[config.mk]
export PLATFORM = sky130hd
export DESIGN_NAME = plu_unit
export DESIGN_NICKNAME = d
export VERILOG_FILES = /design/src/rtl/plu_pkg.sv /design/src/rtl/plu_ctrl.sv /design/src/rtl/plu_datapath.sv /design/src/rtl/plu_unit.sv
export SDC_FILE = /design/constraint.sdc
export NUM_CORES = 1
export LEC_CHECK = 0
export BUFFER_PORTS_ARGS = -buffer_cell sky130_fd_sc_hd__buf_2
export CORE_AREA = 2 2 62 123
export DETAILED_ROUTE_END_ITERATION = 8
export DIE_AREA = 0 0 64 125
export PLACE_DENSITY_LB_ADDON = 0.2
export SETUP_SLACK_MARGIN = 0.1
export SYNTH_ARGS = -nofsm -noshare
export SYNTH_HDL_FRONTEND = slang
export SYNTH_SLANG_ARGS = --single-unit
[constraint.sdc]
create_clock -name vclk -period 2.3
set_input_delay 0.23 -clock vclk [all_inputs]
set_output_delay 0.23 -clock vclk [all_outputs]
set_load 0.02 [all_outputs]
[src/rtl/plu_pkg.sv]
package plu_pkg;
  localparam int FUNC_W = 11;
  localparam logic [FUNC_W-1:0] FUNC_LOGIC = '0;
  localparam logic [FUNC_W-1:0] FUNC_CMP   = {1'b1, {(FUNC_W-1){1'b0}}};

  typedef struct packed {
    logic selOr;
    logic selAnd;
    logic selXor;
    logic selAndn;
    logic selFind;
    logic selEq;
    logic selNe;
  } plu_strobe_t;
endpackage

[src/rtl/plu_ctrl.sv]
module plu_ctrl
  import plu_pkg::*;
(
  input  logic [1:0]        opLow,
  input  logic [FUNC_W-1:0] funcField,
  output plu_strobe_t       strobes,
  output logic              illegalFunc
);
  logic logicMode;
  logic cmpMode;

  assign logicMode = (funcField == FUNC_LOGIC);
  assign cmpMode   = (funcField == FUNC_CMP);

  always_comb begin
    strobes = '0;
    if (logicMode) begin
      case (opLow)
        2'b00:   strobes.selOr   = 1'b1;
        2'b01:   strobes.selAnd  = 1'b1;
        2'b10:   strobes.selXor  = 1'b1;
        default: strobes.selAndn = 1'b1;
      endcase
    end else if (cmpMode) begin
      case (opLow)
        2'b00:   strobes.selFind = 1'b1;
        2'b10:   strobes.selEq   = 1'b1;
        2'b11:   strobes.selNe   = 1'b1;
        default: ;
      endcase
    end
  end

  assign illegalFunc = (strobes == '0);

  always_comb begin

    strobe_onehot_chk: assert ($onehot0(strobes));

    cmp_field_chk: assert (!(strobes.selFind || strobes.selEq || strobes.selNe)
                           || (funcField[FUNC_W-1] && funcField[FUNC_W-2:0] == '0));
  end
endmodule

[src/rtl/plu_datapath.sv]
module plu_datapath
  import plu_pkg::*;
#(
  parameter int DATA_W = 32,
  parameter int LANE_W = 8
) (
  input  logic [DATA_W-1:0] ra,
  input  logic [DATA_W-1:0] rb,
  input  plu_strobe_t       strobes,
  output logic [DATA_W-1:0] result
);
  localparam int LANES = DATA_W / LANE_W;
  localparam int IDX_W = $clog2(LANES + 1);

  logic [LANES-1:0] laneHit;
  logic [IDX_W-1:0] findIdx;
  logic             wordEq;

  for (genvar l = 0; l < LANES; l++) begin : g_lane
    assign laneHit[l] = (ra[DATA_W-1-l*LANE_W -: LANE_W] == rb[DATA_W-1-l*LANE_W -: LANE_W]);
  end

  always_comb begin
    findIdx = '0;
    for (int l = LANES - 1; l >= 0; l--) begin
      if (laneHit[l]) findIdx = IDX_W'(l + 1);
    end
  end

  assign wordEq = &laneHit;

  always_comb begin
    result = '0;
    if (strobes.selOr)   result = ra | rb;
    if (strobes.selAnd)  result = ra & rb;
    if (strobes.selXor)  result = ra ^ rb;
    if (strobes.selAndn) result = ra & ~rb;
    if (strobes.selFind) result = DATA_W'(findIdx);
    if (strobes.selEq)   result = DATA_W'(wordEq);
    if (strobes.selNe)   result = DATA_W'(!wordEq);
  end

  always_comb begin

    find_range_chk: assert (findIdx <= IDX_W'(LANES));

    find_none_chk: assert ((findIdx != '0) || (ra ^ rb) == ((ra ^ rb) & ~{LANES{ {(LANE_W-1){1'b0}}, 1'b0 }})
                           && laneHit == '0 || findIdx != '0);

    eq_lanes_chk: assert (wordEq == (ra == rb));
  end
endmodule

[src/rtl/plu_unit.sv]
module plu_unit
  import plu_pkg::*;
(
  input  logic [1:0]  opLow,
  input  logic [10:0] funcField,
  input  logic [31:0] ra,
  input  logic [31:0] rb,
  output logic [31:0] result,
  output logic        illegalFunc
);
  plu_strobe_t strobes;

  plu_ctrl u_ctrl (
    .opLow       (opLow),
    .funcField   (funcField),
    .strobes     (strobes),
    .illegalFunc (illegalFunc)
  );

  plu_datapath #(.DATA_W(32), .LANE_W(8)) u_dp (
    .ra      (ra),
    .rb      (rb),
    .strobes (strobes),
    .result  (result)
  );

  always_comb begin

    illegal_zero_chk: assert (!illegalFunc || result == '0);

    cmp_extend_chk: assert (!(strobes.selFind || strobes.selEq || strobes.selNe)
                            || result[31:3] == '0);
  end
endmodule

# [Yosys cells after proc, flatten, opt, wreduce, memory -nomap -nowiden]
# Index checks and enable logic that the tools add are counted.
[word_totals] reg_bits=0 inputBits=77 out_inout_bits=33 wordCells=38
[op_classes] eq_ne=8 mux=19 bitwise=5 n_reduce_logical=6
[op_table] operator="32-bit 2-to-1 mux" n=7
[op_table] operator="32-bit AND" n=2
[op_table] operator="8-bit == test" n=4
[op_table] operator="32-bit inverter" n=1
[op_table] operator="32-bit bitwise OR" n=1
[op_table] operator="32-bit bitwise XOR" n=1
[op_table] operator="3-bit 2-to-1 mux" n=6
[op_table] operator="11-bit == test (second input constant)" n=1
[op_table] operator="11-bit zero test" n=1
[op_table] operator="7-bit zero test" n=1
[op_table] operator="1-bit 2-to-1 mux" n=5
[op_table] operator="2-bit == test (second input constant)" n=2
[op_table] operator="4-bit 2-to-1 mux" n=1
[op_table] operator="4-bit AND reduction" n=1
[op_table] operator="3-bit OR reduction" n=1
[op_table] operator="2-bit by 1-bit == test with 1-bit output (second input constant)" n=1
[op_table] operator="2-bit zero test" n=1
[op_table] operator="1-bit zero test" n=1

# [Longest topological paths before layout]
[logic_depth] depth_word=11 depth_mapped=6 mapped_depth_nobuf=6

# [By module]
# From an unflattened synthesis, not the netlist that was laid out.
[hier_totals] hier_cells=425 hier_area_um2=2975.4
[by_module_without_submodules] mod="plu_datapath" instances=1 cells_per_inst=403 area_per_inst_um2=2813.9 seq_area_each_um2=0.0
[by_module_without_submodules] mod="plu_ctrl" instances=1 cells_per_inst=22 area_per_inst_um2=161.4 seq_area_each_um2=0.0

# [Least setup slack after synthesis]
# No wires, ideal clock.
[synth_timing] kind="input to output" start="input ra[25]" end="output result[0]" arrival_time_ps=1885 required_time_ps=2070 path_slack_ps=185 path_stages=6 path_buffers=0 cell_sequence="inv_1 ha_1 nor4_1 nand2_1 or4_1 a41oi_1"
[synth_via] elab_chain_cells=5 elab_cells_between_ends=7 classes_between="1 x eq/ne; 4 x mux; 2 x reduce/logical"
[synth_lines] item="start: declaration" line_no="plu_unit.sv:6" text="input logic [31:0] ra,"
[synth_lines] item="8-bit == test (*)" line_no="plu_datapath.sv:20" text="assign laneHit[l] = (ra[DATA_W-1-l*LANE_W -: LANE_W] == rb[DATA_W-1-l*LANE_W -: LANE_W]);"
[synth_lines] item="3-bit 2-to-1 mux" line_no="plu_datapath.sv:26" text="if (laneHit[l]) findIdx = IDX_W'(l + 1);"
[synth_lines] item="32-bit 2-to-1 mux" line_no="plu_datapath.sv:38" text="if (strobes.selFind) result = DATA_W'(findIdx);"
[synth_lines] item="32-bit 2-to-1 mux" line_no="plu_datapath.sv:39" text="if (strobes.selEq) result = DATA_W'(wordEq);"
[synth_lines] item="32-bit 2-to-1 mux (*)" line_no="plu_datapath.sv:40" text="if (strobes.selNe) result = DATA_W'(!wordEq);"
[synth_lines] item="end: declaration" line_no="plu_unit.sv:8" text="output logic [31:0] result,"
# Every way passes the cells marked *; elsewhere a longest branch is shown, timed or not.

# [Worst setup path in the final report]
[layout_timing] start="input rb[27]" end="output result[0]"
[layout_via] elab_chain_cells=5 elab_cells_between_ends=7 classes_between="1 x eq/ne; 4 x mux; 2 x reduce/logical"
[layout_lines] item="start: declaration" line_no="plu_unit.sv:7" text="input logic [31:0] rb,"
[layout_lines] item="8-bit == test (*)" line_no="plu_datapath.sv:20"
[layout_lines] item="3-bit 2-to-1 mux" line_no="plu_datapath.sv:26"
[layout_lines] item="32-bit 2-to-1 mux" line_no="plu_datapath.sv:38"
[layout_lines] item="32-bit 2-to-1 mux" line_no="plu_datapath.sv:39"
[layout_lines] item="32-bit 2-to-1 mux (*)" line_no="plu_datapath.sv:40"
# Marks and branches as above.

==> metrics <==
result of the run=complete, no violations; number of buffers added to fix hold violations after cts=0; kind of critical path=in2out; largest area contributor in the netlist=sky130_fd_sc_hd__ha_1; global placement routability congestion=0.750; number of endpoints failing setup at the final stage=0; number of remaining DRC errors=0; gate count after technology mapping=310; share of final-layout standard cells stronger than drive strength 1=45.6%; Syn-to-layout area delta=39.2%; starting utilization of the core area=39.1%; count of different cell masters after synthesis=26; number of global-route vias before repair=2,560; count of vias placed by the detailed router=2,543; Routed WL per cell=12.1 um; unrepaired setup endpoints after global routing=yes; tightest slew margin relative to the limit=54.2%; peak clock frequency supported by timing=455 MHz; area of all sequential standard cells=0 um^2; area share of the largest cell type after synthesis=43.3%; count of nets left with antenna violations after detail routing=0; class of the tightest hold or removal check=in2out; per-instance average area after synthesis=8.95 um^2; Synth Cell Area=2780 um^2; Pins Over Slew Limit=0; ANT cells=0; Synthesized Nets=483; critical-path maximum fanout=2; largest stage delay on the critical path=0.52 ns; number of sequential cells=0; Post-Route Setup TNS=0 ns; Post-DP Area=3590 um^2; slowest stage cell on the critical path=sky130_fd_sc_hd__or4_4; slew at the pin closest to its max-slew limit=0.687 ns; sequential element share of the synthesized area=0%; critical path required time=2.07 ns; Cell Chain, Critical Path=buf_2 > inv_1 > ha_1 > nor4_4 > nand2_1 > or4_4 > a41oi_2 > buf_4; floorplan die height=125 um; clock buf count=0; grt total ovfl=0; element type at the critical path end=primary output; Total Nets Final=614; final hold violations=0; worst IR drop on VDD=59.8 uV; most area-consuming cells after synthesis=sky130_fd_sc_hd__ha_1 43%, sky130_fd_sc_hd__mux4_2 20%, sky130_fd_sc_hd__inv_1 12%; shortest clock period the worst path allows after layout=2.20 ns; total global-route track usage=15.6%; Data arrival, critical path=1.97 ns; most common cell in the netlist=sky130_fd_sc_hd__ha_1; total power per unit cell area=130 nW/um^2; DR vias/cell=4.79; area of the core=7100 um^2; leakage power of the design=2.16 nW; largest net degree at the start of global routing=26; minimum hold slack=0.875 ns; global-route wire length before repair=10.6 mm; Total Routed Length=6.41 mm; max_cap viols=0; die area=8000 um^2; post-detailed-placement half-perimeter wirelength=5.38 mm; crit share post-route=95.6%; ports placed on the boundary=110; Setup crit start kind=primary input; top post-synthesis cells by count=96 x sky130_fd_sc_hd__ha_1, 89 x sky130_fd_sc_hd__inv_1, 25 x sky130_fd_sc_hd__mux4_2; buffers added on ports=110; Final Total Pwr=0.501 mW; die span in x=64 um; Design Area, Final=3860 um^2; number of antenna violations at the first check in global routing=0; total of warnings raised by yosys=0; number of DRC violations after detailed-routing iteration 0=60; TritonRoute pass-1 iters=4; Row Count=44; final core utilization=54.4%
## power by group
group          internal (mW)  leakage, nW  switching [mW]
clock network              0            0               0
registers                  0            0               0
logic                  0.268         2.16           0.233
## final cells by class
cell class	instances	area [um^2]
tap	92	115
timing repair buffer	142	812
inverter	90	340
fill	668	3240
multi-input combinational	207	2600
## cell usage in the layout, fill, tap and decap left out, types with 3 or more instances in the layout
master                       n
sky130_fd_sc_hd__a211oi_1   14
sky130_fd_sc_hd__and2_1     23
sky130_fd_sc_hd__buf_2     106
sky130_fd_sc_hd__buf_4      33
sky130_fd_sc_hd__buf_6       3
sky130_fd_sc_hd__ha_1       85
sky130_fd_sc_hd__ha_4       11
sky130_fd_sc_hd__inv_1      81
sky130_fd_sc_hd__inv_2       8
sky130_fd_sc_hd__mux2i_1     7
sky130_fd_sc_hd__mux4_2     25
sky130_fd_sc_hd__nand2_1     4
sky130_fd_sc_hd__nor2_1      9
sky130_fd_sc_hd__nor4_1      3
sky130_fd_sc_hd__nor4_4      6
## critical path, delay by kind of cell
| kind | cells | cell delay (ns) |
|---|---|---|
| simple gates | 3 | 0.97 |
| fa+ha+maj | 1 | 0.32 |
| buf+inv | 3 | 0.31 |
| compound gates | 1 | 0.14 |
## kinds of logic after synthesis
logic type               Yosys count  share of synthesized area (%)
buffers and inverters            103                           14.3
multiplexers                      32                           22.8
adder cells (fa/ha/maj)           96                           43.3
AND/OR/NAND/NOR                   56                           13.4
AO/OA/AOI/OAI                     23                           6.18
## layer usage
layer / routed length [um] / global-route usage [%] / up-vias
met4: 0 / 0.256 / 0
met5: 0 / 0 / -
met3: 453 / 1.62 / 0
met1: 2680 / 19.1 / 1163
li1: - / - / 1289
met2: 3280 / 30.1 / 91
## final timing paths
| path | from | to | slack, ns | cells after the start |
|---|---|---|---|---|
| hold / removal | funcField[10] | result[0] | 0.88 | 3 |
| setup / recovery | rb[27] | result[0] | 0.10 | 8 |
## per-stage QoR
stage          cells  worst slack [ns]
4_1_cts          530            0.0737
2_1_floorplan    310             0.185
3_5_place_dp     527            -0.140
5_1_grt          531            0.0389
6_report         531             0.102
3_3_place_gp     527            -0.116
## repair_timing
action,CTS,global route
endpoints found under the setup margin,1,2
setup buffers,3,1
gates resized for setup,34,6
pin swaps,9,3
Power figures use the tool's default switching activity.
